[config.mk]
export PLATFORM = sky130hd
export DESIGN_NAME = wkint_ctrl
export DESIGN_NICKNAME = d
export VERILOG_FILES = /design/src/rtl/wkint_pkg.sv /design/src/rtl/wkint_sync.sv /design/src/rtl/wkint_detect.sv /design/src/rtl/wkint_pend.sv /design/src/rtl/wkint_group_or.sv /design/src/rtl/wkint_ctrl.sv
export SDC_FILE = /design/constraint.sdc
export NUM_CORES = 1
export LEC_CHECK = 0
export CAP_MARGIN = 20
export CELL_PAD_IN_SITES_DETAIL_PLACEMENT = 0
export CELL_PAD_IN_SITES_GLOBAL_PLACEMENT = 1
export CORE_ASPECT_RATIO = 0.9
export CORE_MARGIN = 8
export CORE_UTILIZATION = 55
export DETAILED_ROUTE_END_ITERATION = 8
export DONT_BUFFER_PORTS = 1
export PLACE_DENSITY_LB_ADDON = 0.1
export SLEW_MARGIN = 40
export SYNTH_ARGS = -nofsm -noshare
export SYNTH_HDL_FRONTEND = slang
export SYNTH_SLANG_ARGS = --single-unit
[constraint.sdc]
create_clock -name clk -period 2.82 [get_ports clk]
set_input_delay 0.423 -clock clk [delete_from_list [all_inputs] [get_ports clk]]
set_output_delay 0.423 -clock clk [all_outputs]
set_load 0.01 [all_outputs]
[src/rtl/wkint_pkg.sv]
package wkint_pkg;
   localparam int TRIG_W = 4;

   typedef enum logic [TRIG_W-1:0] {
      TRG_LOW  = 4'd0,
      TRG_HIGH = 4'd1,
      TRG_FALL = 4'd2,
      TRG_RISE = 4'd4,
      TRG_BOTH = 4'd6
   } trig_e;

   localparam int ADDR_W = 2;
   localparam logic [ADDR_W-1:0] ADDR_CFG_LO = 2'd0;
   localparam logic [ADDR_W-1:0] ADDR_CFG_HI = 2'd1;
   localparam logic [ADDR_W-1:0] ADDR_MASK   = 2'd2;
   localparam logic [ADDR_W-1:0] ADDR_PEND   = 2'd3;
endpackage

[src/rtl/wkint_sync.sv]
module wkint_sync #(
   parameter int W       = 28,
   parameter int STAGES  = 2,
   parameter bit RST_VAL = 1'b1
) (
   input  logic         clk,
   input  logic         rst_n,
   input  logic [W-1:0] async_i,
   output logic [W-1:0] sync_o,
   output logic [W-1:0] prev_o
);
   logic [W-1:0] chain_q [STAGES+1];

   always_ff @(posedge clk or negedge rst_n) begin
      if (!rst_n) begin
         for (int k = 0; k <= STAGES; k++) chain_q[k] <= {W{RST_VAL}};
      end else begin
         chain_q[0] <= async_i;
         for (int k = 1; k <= STAGES; k++) chain_q[k] <= chain_q[k-1];
      end
   end

   assign sync_o = chain_q[STAGES-1];
   assign prev_o = chain_q[STAGES];
endmodule

[src/rtl/wkint_detect.sv]
module wkint_detect
   import wkint_pkg::*;
(
   input  logic              cur_i,
   input  logic              prev_i,
   input  logic [TRIG_W-1:0] code_i,
   output logic              event_o
);
   always_comb begin
      case (code_i)
         TRG_LOW:  event_o = ~cur_i;
         TRG_HIGH: event_o = cur_i;
         TRG_FALL: event_o = prev_i & ~cur_i;
         TRG_RISE: event_o = ~prev_i & cur_i;
         TRG_BOTH: event_o = prev_i ^ cur_i;
         default:  event_o = 1'b0;
      endcase
   end
endmodule

[src/rtl/wkint_pend.sv]
module wkint_pend #(
   parameter int W = 28
) (
   input  logic         clk,
   input  logic         rst_n,
   input  logic [W-1:0] event_i,
   input  logic [W-1:0] clr_i,
   output logic [W-1:0] pend_o
);
   always_ff @(posedge clk or negedge rst_n) begin
      if (!rst_n) pend_o <= '0;
      else        pend_o <= (pend_o & ~clr_i) | event_i;
   end
endmodule

[src/rtl/wkint_group_or.sv]
module wkint_group_or #(
   parameter int FIRST_LINES = 4,
   parameter int GRP_LINES   = 8,
   parameter int NUM_OUT     = 4,
   localparam int NUM_LINES  = FIRST_LINES + GRP_LINES * (NUM_OUT - 1)
) (
   input  logic [NUM_LINES-1:0] active_i,
   output logic [NUM_OUT-1:0]   irq_o
);
   for (genvar g = 0; g < NUM_OUT; g++) begin : g_out
      localparam int LO  = (g == 0) ? 0 : FIRST_LINES + (g - 1) * GRP_LINES;
      localparam int CNT = (g == 0) ? FIRST_LINES : GRP_LINES;
      assign irq_o[g] = |active_i[LO +: CNT];
   end
endmodule

[src/rtl/wkint_ctrl.sv]
module wkint_ctrl
   import wkint_pkg::*;
#(
   parameter int DATA_W        = 32,
   parameter int LINES_PER_SEL = 2,
   parameter int FIRST_LINES   = 4,
   parameter int GRP_LINES     = 8,
   parameter int NUM_OUT       = 4,
   parameter int SYNC_STAGES   = 2,
   parameter bit IN_IDLE       = 1'b1,
   localparam int NUM_LINES    = FIRST_LINES + GRP_LINES * (NUM_OUT - 1)
) (
   input  logic                 clk,
   input  logic                 rst_n,
   input  logic [NUM_LINES-1:0] ext_in,
   input  logic [ADDR_W-1:0]    reg_addr,
   input  logic                 reg_wr,
   input  logic [DATA_W-1:0]    reg_wdata,
   output logic [DATA_W-1:0]    reg_rdata,
   output logic [NUM_OUT-1:0]   irq
);
   localparam int SEL_PER_WORD   = DATA_W / TRIG_W;
   localparam int LINES_PER_WORD = SEL_PER_WORD * LINES_PER_SEL;
   localparam int NUM_SEL        = (NUM_LINES + LINES_PER_SEL - 1) / LINES_PER_SEL;
   localparam int CFG_BITS       = NUM_SEL * TRIG_W;

   if ((DATA_W % TRIG_W) != 0 || NUM_LINES > DATA_W ||
       NUM_LINES > 2 * LINES_PER_WORD || SYNC_STAGES < 2 ||
       LINES_PER_SEL < 1 || NUM_OUT < 1) begin : g_bad_params
      $error("wkint_ctrl: parameter set not supported");
   end

   logic [NUM_LINES-1:0] sync_w, prev_w, event_w, clr_w, pend_q, mask_q;
   logic [TRIG_W-1:0]    sel_q [NUM_SEL];
   logic [2*DATA_W-1:0]  cfg_flat;

   wkint_sync #(
      .W       (NUM_LINES),
      .STAGES  (SYNC_STAGES),
      .RST_VAL (IN_IDLE)
   ) u_sync (
      .clk     (clk),
      .rst_n   (rst_n),
      .async_i (ext_in),
      .sync_o  (sync_w),
      .prev_o  (prev_w)
   );

   // trigger selectors: one field per pair of lines, split over two words
   for (genvar s = 0; s < NUM_SEL; s++) begin : g_sel
      localparam int WORD = s / SEL_PER_WORD;
      localparam int OFS  = (s % SEL_PER_WORD) * TRIG_W;
      localparam logic [ADDR_W-1:0] SEL_ADDR = (WORD == 0) ? ADDR_CFG_LO : ADDR_CFG_HI;

      always_ff @(posedge clk or negedge rst_n) begin
         if (!rst_n)                              sel_q[s] <= '0;
         else if (reg_wr && reg_addr == SEL_ADDR) sel_q[s] <= reg_wdata[OFS +: TRIG_W];
      end

      assign cfg_flat[s*TRIG_W +: TRIG_W] = sel_q[s];
   end

   if (CFG_BITS < 2 * DATA_W) begin : g_cfg_pad
      assign cfg_flat[2*DATA_W-1:CFG_BITS] = '0;
   end

   for (genvar i = 0; i < NUM_LINES; i++) begin : g_line
      wkint_detect u_det (
         .cur_i   (sync_w[i]),
         .prev_i  (prev_w[i]),
         .code_i  (sel_q[i / LINES_PER_SEL]),
         .event_o (event_w[i])
      );
   end

   always_ff @(posedge clk or negedge rst_n) begin
      if (!rst_n)                               mask_q <= '1;
      else if (reg_wr && reg_addr == ADDR_MASK) mask_q <= reg_wdata[NUM_LINES-1:0];
   end

   assign clr_w = (reg_wr && reg_addr == ADDR_PEND) ? reg_wdata[NUM_LINES-1:0] : '0;

   wkint_pend #(.W(NUM_LINES)) u_pend (
      .clk     (clk),
      .rst_n   (rst_n),
      .event_i (event_w),
      .clr_i   (clr_w),
      .pend_o  (pend_q)
   );

   wkint_group_or #(
      .FIRST_LINES (FIRST_LINES),
      .GRP_LINES   (GRP_LINES),
      .NUM_OUT     (NUM_OUT)
   ) u_or (
      .active_i (pend_q & ~mask_q),
      .irq_o    (irq)
   );

   always_comb begin
      case (reg_addr)
         ADDR_CFG_LO: reg_rdata = cfg_flat[DATA_W-1:0];
         ADDR_CFG_HI: reg_rdata = cfg_flat[2*DATA_W-1:DATA_W];
         ADDR_MASK:   reg_rdata = DATA_W'(mask_q);
         default:     reg_rdata = DATA_W'(pend_q);
      endcase
   end
endmodule

## Word level (Yosys, flattened, before mapping)

Cells that the tools add are included.

| cells by class | value |
|---|---|
| reductions and logical operators | 23 |
| mux-type cells | 30 |
| equal/unequal tests | 59 |
| bitwise gates (word level) | 145 |

Operator list:

| cell | number |
|---|---|
| one-hot mux 1 bit (5 select lines) | 28 |
| equality test 4 x 3 -> 1 bit, second input constant | 28 |
| one-hot mux 32 bit (3 select lines) | 1 |
| AND 1 bit | 56 |
| AND 28 bit | 2 |
| equality test 4 x 1 -> 1 bit, second input constant | 14 |
| equality test 4 x 2 -> 1 bit, second input constant | 14 |
| logical NOT 4 bit | 14 |
| NOT 1 bit | 56 |
| NOT 28 bit | 2 |
| two-way mux 28 bit | 1 |
| OR 28 bit | 1 |
| XOR 1 bit | 28 |
| OR reduction 8 bit | 3 |
| equality test 2 bit, second input constant | 2 |
| logical AND 1 bit | 4 |
| OR reduction 4 bit | 1 |
| equality test 2 x 1 -> 1 bit, second input constant | 1 |
| logical NOT 2 bit | 1 |

| word-level totals | value |
|---|---|
| register bits after elaboration | 196 |
| bits of input ports | 65 |
| output and inout bits | 36 |
| word-level logic and storage cells | 276 |

## Longest topological paths before layout

| depth | value |
|---|---|
| depth after elaboration | 6 |
| depth in mapped cells | 6 |
| depth with buffers taken out | 5 |

## Modules after synthesis

A second synthesis with hierarchy kept.

| unflattened totals | value |
|---|---|
| cells, all modules | 886 |
| area, all modules | 10880.4 µm² |

Modules (own cells, without submodules):

| module | area an instance (µm²) | seq. area each (µm²) | instances | cells an instance |
|---|---|---|---|---|
| wkint_ctrl | 4377.9 | 2137.0 | 1 | 288 |
| wkint_detect | 100.1 | 0.0 | 28 | 13 |
| wkint_sync | 2627.5 | 2207.1 | 1 | 140 |
| wkint_pend | 1016.0 | 700.7 | 1 | 84 |
| wkint_group_or | 56.3 | 0.0 | 1 | 10 |

## Worst setup path before layout

No wires, ideal clock.

| timing path | value |
|---|---|
| path kind | in2out |
| start | in reg_addr[0] |
| end | out reg_rdata[0] |
| buffers on the path | 2 |
| data required time | 2.397 ns |
| arrival time | 1.290 ns |
| path slack | 1.107 ns |
| stages on the path | 3 |
| path through | buf_6 -> buf_4 -> mux4_2 |

| on the way | value |
|---|---|
| longest elaborated chain between the ends | 2 |

RTL lines:

| element | RTL line | text |
|---|---|---|
| start: declaration | wkint_ctrl.sv:16 | `input logic [ADDR_W-1:0] reg_addr,` |
| equality test 2 bit (tied with other cells) | wkint_ctrl.sv:101 | `case (reg_addr)` |
| one-hot mux 32 bit (3 select lines) * | wkint_ctrl.sv:101 |  |
| end: declaration | wkint_ctrl.sv:19 | `output logic [DATA_W-1:0] reg_rdata,` |

Every way passes the cells marked *; elsewhere a longest branch is shown, timed or not.

## Final worst setup path

| timing path | value |
|---|---|
| start | reg mask_q[17] |
| end | out irq[2] |

| on the way | value |
|---|---|
| longest elaborated chain between the ends | 3 |

RTL lines:

| element | RTL line | text |
|---|---|---|
| start: declaration | wkint_ctrl.sv:33 | `logic [NUM_LINES-1:0] sync_w, prev_w, event_w, clr_w, pend_q, mask_q;` |
| start signal: assignment | wkint_ctrl.sv:78 | `else if (reg_wr && reg_addr == ADDR_MASK) mask_q <= reg_wdata[NUM_LINES-1:0];` |
| NOT 28 bit | wkint_ctrl.sv:96 | `.active_i (pend_q & ~mask_q),` |
| AND 28 bit | wkint_ctrl.sv:96 |  |
| OR reduction 8 bit | wkint_group_or.sv:13 | `assign irq_o[g] = \|active_i[LO +: CNT];` |
| end: declaration | wkint_ctrl.sv:20 | `output logic [NUM_OUT-1:0] irq` |

Every way passes these cells.

==> flow_summary.yaml <==
clock_tree:
  cts_setup_buffers: 0
  cts_tree: "done"
  cts_buffers: 17
  postCtsHoldBufs: 28
  htreeDepth: 4
  cts_resized: 0
  cts-root-buf: "clkbuf_16"
  clkLatencyLatePin_ns: 0.44
  cts.path.max_buffers: 2
  cts.sinks: 196
  clkTransAtPathRegs_ns: 0.08
timing:
  whs_ns: -0.304
  hold_viol: 130
  finalMaxSlewViolations: 0
  fin_ws_ns: 0.696
  rsz0062_at_grt: "no"
  tightest_slew_ns: 0.715
  setup_viol: 0
  period_minus_slack_ns: 2.12
  setup_tns_ns: 0
  relSlewSlack: 0.523
  period_share: 0.753
  fin_skew_ns: 0.0108
  fmax_mhz: 471
final_layout:
  regArea_um2: 5040
  final_cell_mix: "dfstp_2, inv_1, dfrtp_1, ha_1, mux2_2"
  final_cell_area_um2: 10700
  fillCellCount: 1386
  final_nets: 887
  area.growth.synth_to_final_pct: 9.62
  final_common_cell: "dfstp_2"
  antenna_cells: 0
  multi_input_area_um2: 4130
  drive_gt1_frac: 0.347
global_route:
  grt_overflow: 0
  grt_pass1_wl_um: 35100
  grtUsageTotal: 0.205
  antenna_found_initial: 0
  grt_max_degree: 197
  grt_pass1_vias: 6327
power_and_ir_drop:
  ir_drop_mv: 0.430
  powerDensity_nw_per_um2: 713
  swShare: 0.297
  p_seq_frac: 0.512
  finalPower_mw: 7.63
  p_comb_frac: 0.179
  internal_power_mw: 5.36
  p_sw_mw: 2.26
  clock_power_share: 0.309
  p_leak_nw: 4.66
setup_path:
  cp-end-kind: "primary output"
  cp.required_ns: 2.40
  critPathMaxFanout: 3
  cp-start-kind: "register"
  crit_arrival_ns: 1.70
  worstSetupPathType: "register to primary output"
synthesis:
  synthArstFlopShare: 1.00
  synth_warnings: 0
  synth_edf_count: 0
  synth_area_per_cell_um2: 13.0
  ys.flop_type: "dfstp_2"
  synth_area_um2: 9750
  netlist_instances: 750
  syn_nets: 871
  yosysUniqueCellTypes: 47
  yosys_register_bits: 196
  seq_area_frac_synth: 0.517
run:
  drv_cap: 0
floorplanning:
  core_area_um2: 17500
  start_util: 0.557
  row_count: 46
  die_area_um2: 22300
  die_h_um: 142
  ios: 101
  die_x_um: 156
place:
  io_buffer_count: 0
  globalplace.congestion: 0.809
  place_hpwl_um: 14800
  placedInstanceArea_um2: 9850
  detailedPlace.worstSlack_ns: 1.11
run_status:
  violations: "negative hold slack"
  status: "finished with violations"
route:
  first_iter_violations: 286
  viasPerCell: 5.83
  ant_nets: 0
  vias: 5943
  drt_first_pass_iters: 5
  wl_per_cell_um: 21.4
  routed_wl_um: 21800
  drc: 0
min_path:
  hp-class: "input pin to asynchronous set/reset pin"
-- area by class of cell --
class / instances / area share
multi-input cells: 426 / 0.386
clock buffers: 19 / 0.0425
inverters: 95 / 0.0333
flip-flops and latches: 196 / 0.472
well taps: 240 / 0.0281
repair buffers: 30 / 0.0276
clock inverters: 13 / 0.0105
-- power by group through the flow --
stage / clock network [mW] / registers (mW) / logic [mW]
floorplan: 0 / 3.69 / 1.21
finish: 2.36 / 3.90 / 1.37
detailed placement: 0 / 3.94 / 1.34
global placement: 0 / 3.91 / 1.31
CTS: 2.41 / 3.90 / 1.39
global route: 2.50 / 3.98 / 1.51
-- cell usage after synthesis, types with 7 or more instances --
cell / n / area, µm²
o22ai_1: 12 / 75.1
a311oi_1: 10 / 87.6
a22oi_1: 15 / 113
buf_4: 8 / 60.1
nand3_1: 16 / 80.1
inv_1: 95 / 357
o2111ai_1: 9 / 78.8
or2_2: 11 / 68.8
a211o_1: 8 / 70.1
mux4_2: 28 / 631
a21oi_1: 18 / 90.1
mux2_2: 49 / 552
dfrtp_1: 84 / 2100
dfstp_2: 112 / 2940
o21ai_0: 7 / 35.0
nor3_1: 11 / 55.1
ha_1: 56 / 701
xnor2_1: 21 / 184
mux2_4: 34 / 510
nand4_1: 19 / 119
nand2b_1: 21 / 131
nor2_1: 11 / 41.3
nand2_1: 18 / 67.6
buf_6: 8 / 90.1
buf_2: 8 / 40.0
nand4b_1: 8 / 70.1
-- layer usage --
layer / GRT usage / up-vias / part of all wire
met1: 0.265 / 3099 / 0.43
li1: - / 2687 / -
met3: 0.0619 / 20 / 0.072
met4: 0.0566 / 0 / 0.012
met2: 0.331 / 137 / 0.49
met5: 0 / - / 0
-- logic make-up (layout without fill, tap and decap cells) --
group / after synthesis / count (layout) / synth area share
compound gates: 95 / 95 / 0.0698
buf+inv: 128 / 157 / 0.0595
flops: 196 / 196 / 0.517
mux: 117 / 117 / 0.180
fa+ha+maj: 56 / 56 / 0.0718
xor+xnor: 21 / 21 / 0.0189
simple gates: 137 / 137 / 0.0830
-- registers in the layout, indices dropped and copies added, names as in the netlist --
signal          cells
u_sync.prev_o      28
u_sync.sync_o      28
mask_q             28
u_sync.chain_q     28
u_pend.pend_o      28
cfg_flat           56
-- metrics by stage --
stage	instances	utilization
5_1_grt	1019	0.611
3_5_place_dp	959	0.563
2_1_floorplan	750	-
6_report	1019	0.611
4_1_cts	1019	0.611
3_3_place_gp	959	0.563
-- critical path, cell delays in order (launching register included) --
cell	delay (ns)
dfstp_2	0.55
o22ai_1	0.13
or4_1	0.59
-- final timing paths --
| check | end | slack [ns] | start | depth (start not counted) |
|---|---|---|---|---|
| worst max-delay path | irq[2] | 0.70 | mask_q[17]$_DFFE_PN1P_ | 2 |
| min in group clk | cfg_flat[23]$_DFFE_PN0P_ | 0.13 | reg_wdata[23] | 1 |
| worst max register to register | u_pend.pend_o[16]$_DFF_PN0_ | 1.19 | u_sync.prev_o[16]$_DFF_PN1_ | 4 |
| max in group asynchronous | mask_q[23]$_DFFE_PN1P_ | 2.73 | rst_n | 0 |
| worst min-delay path | u_pend.pend_o[12]$_DFF_PN0_ | -0.30 | rst_n | 0 |
| worst min register to register | u_sync.sync_o[7]$_DFF_PN1_ | 0.36 | u_sync.chain_q[63]$_DFF_PN1_ | 0 |
Power figures use the tool's default switching activity.
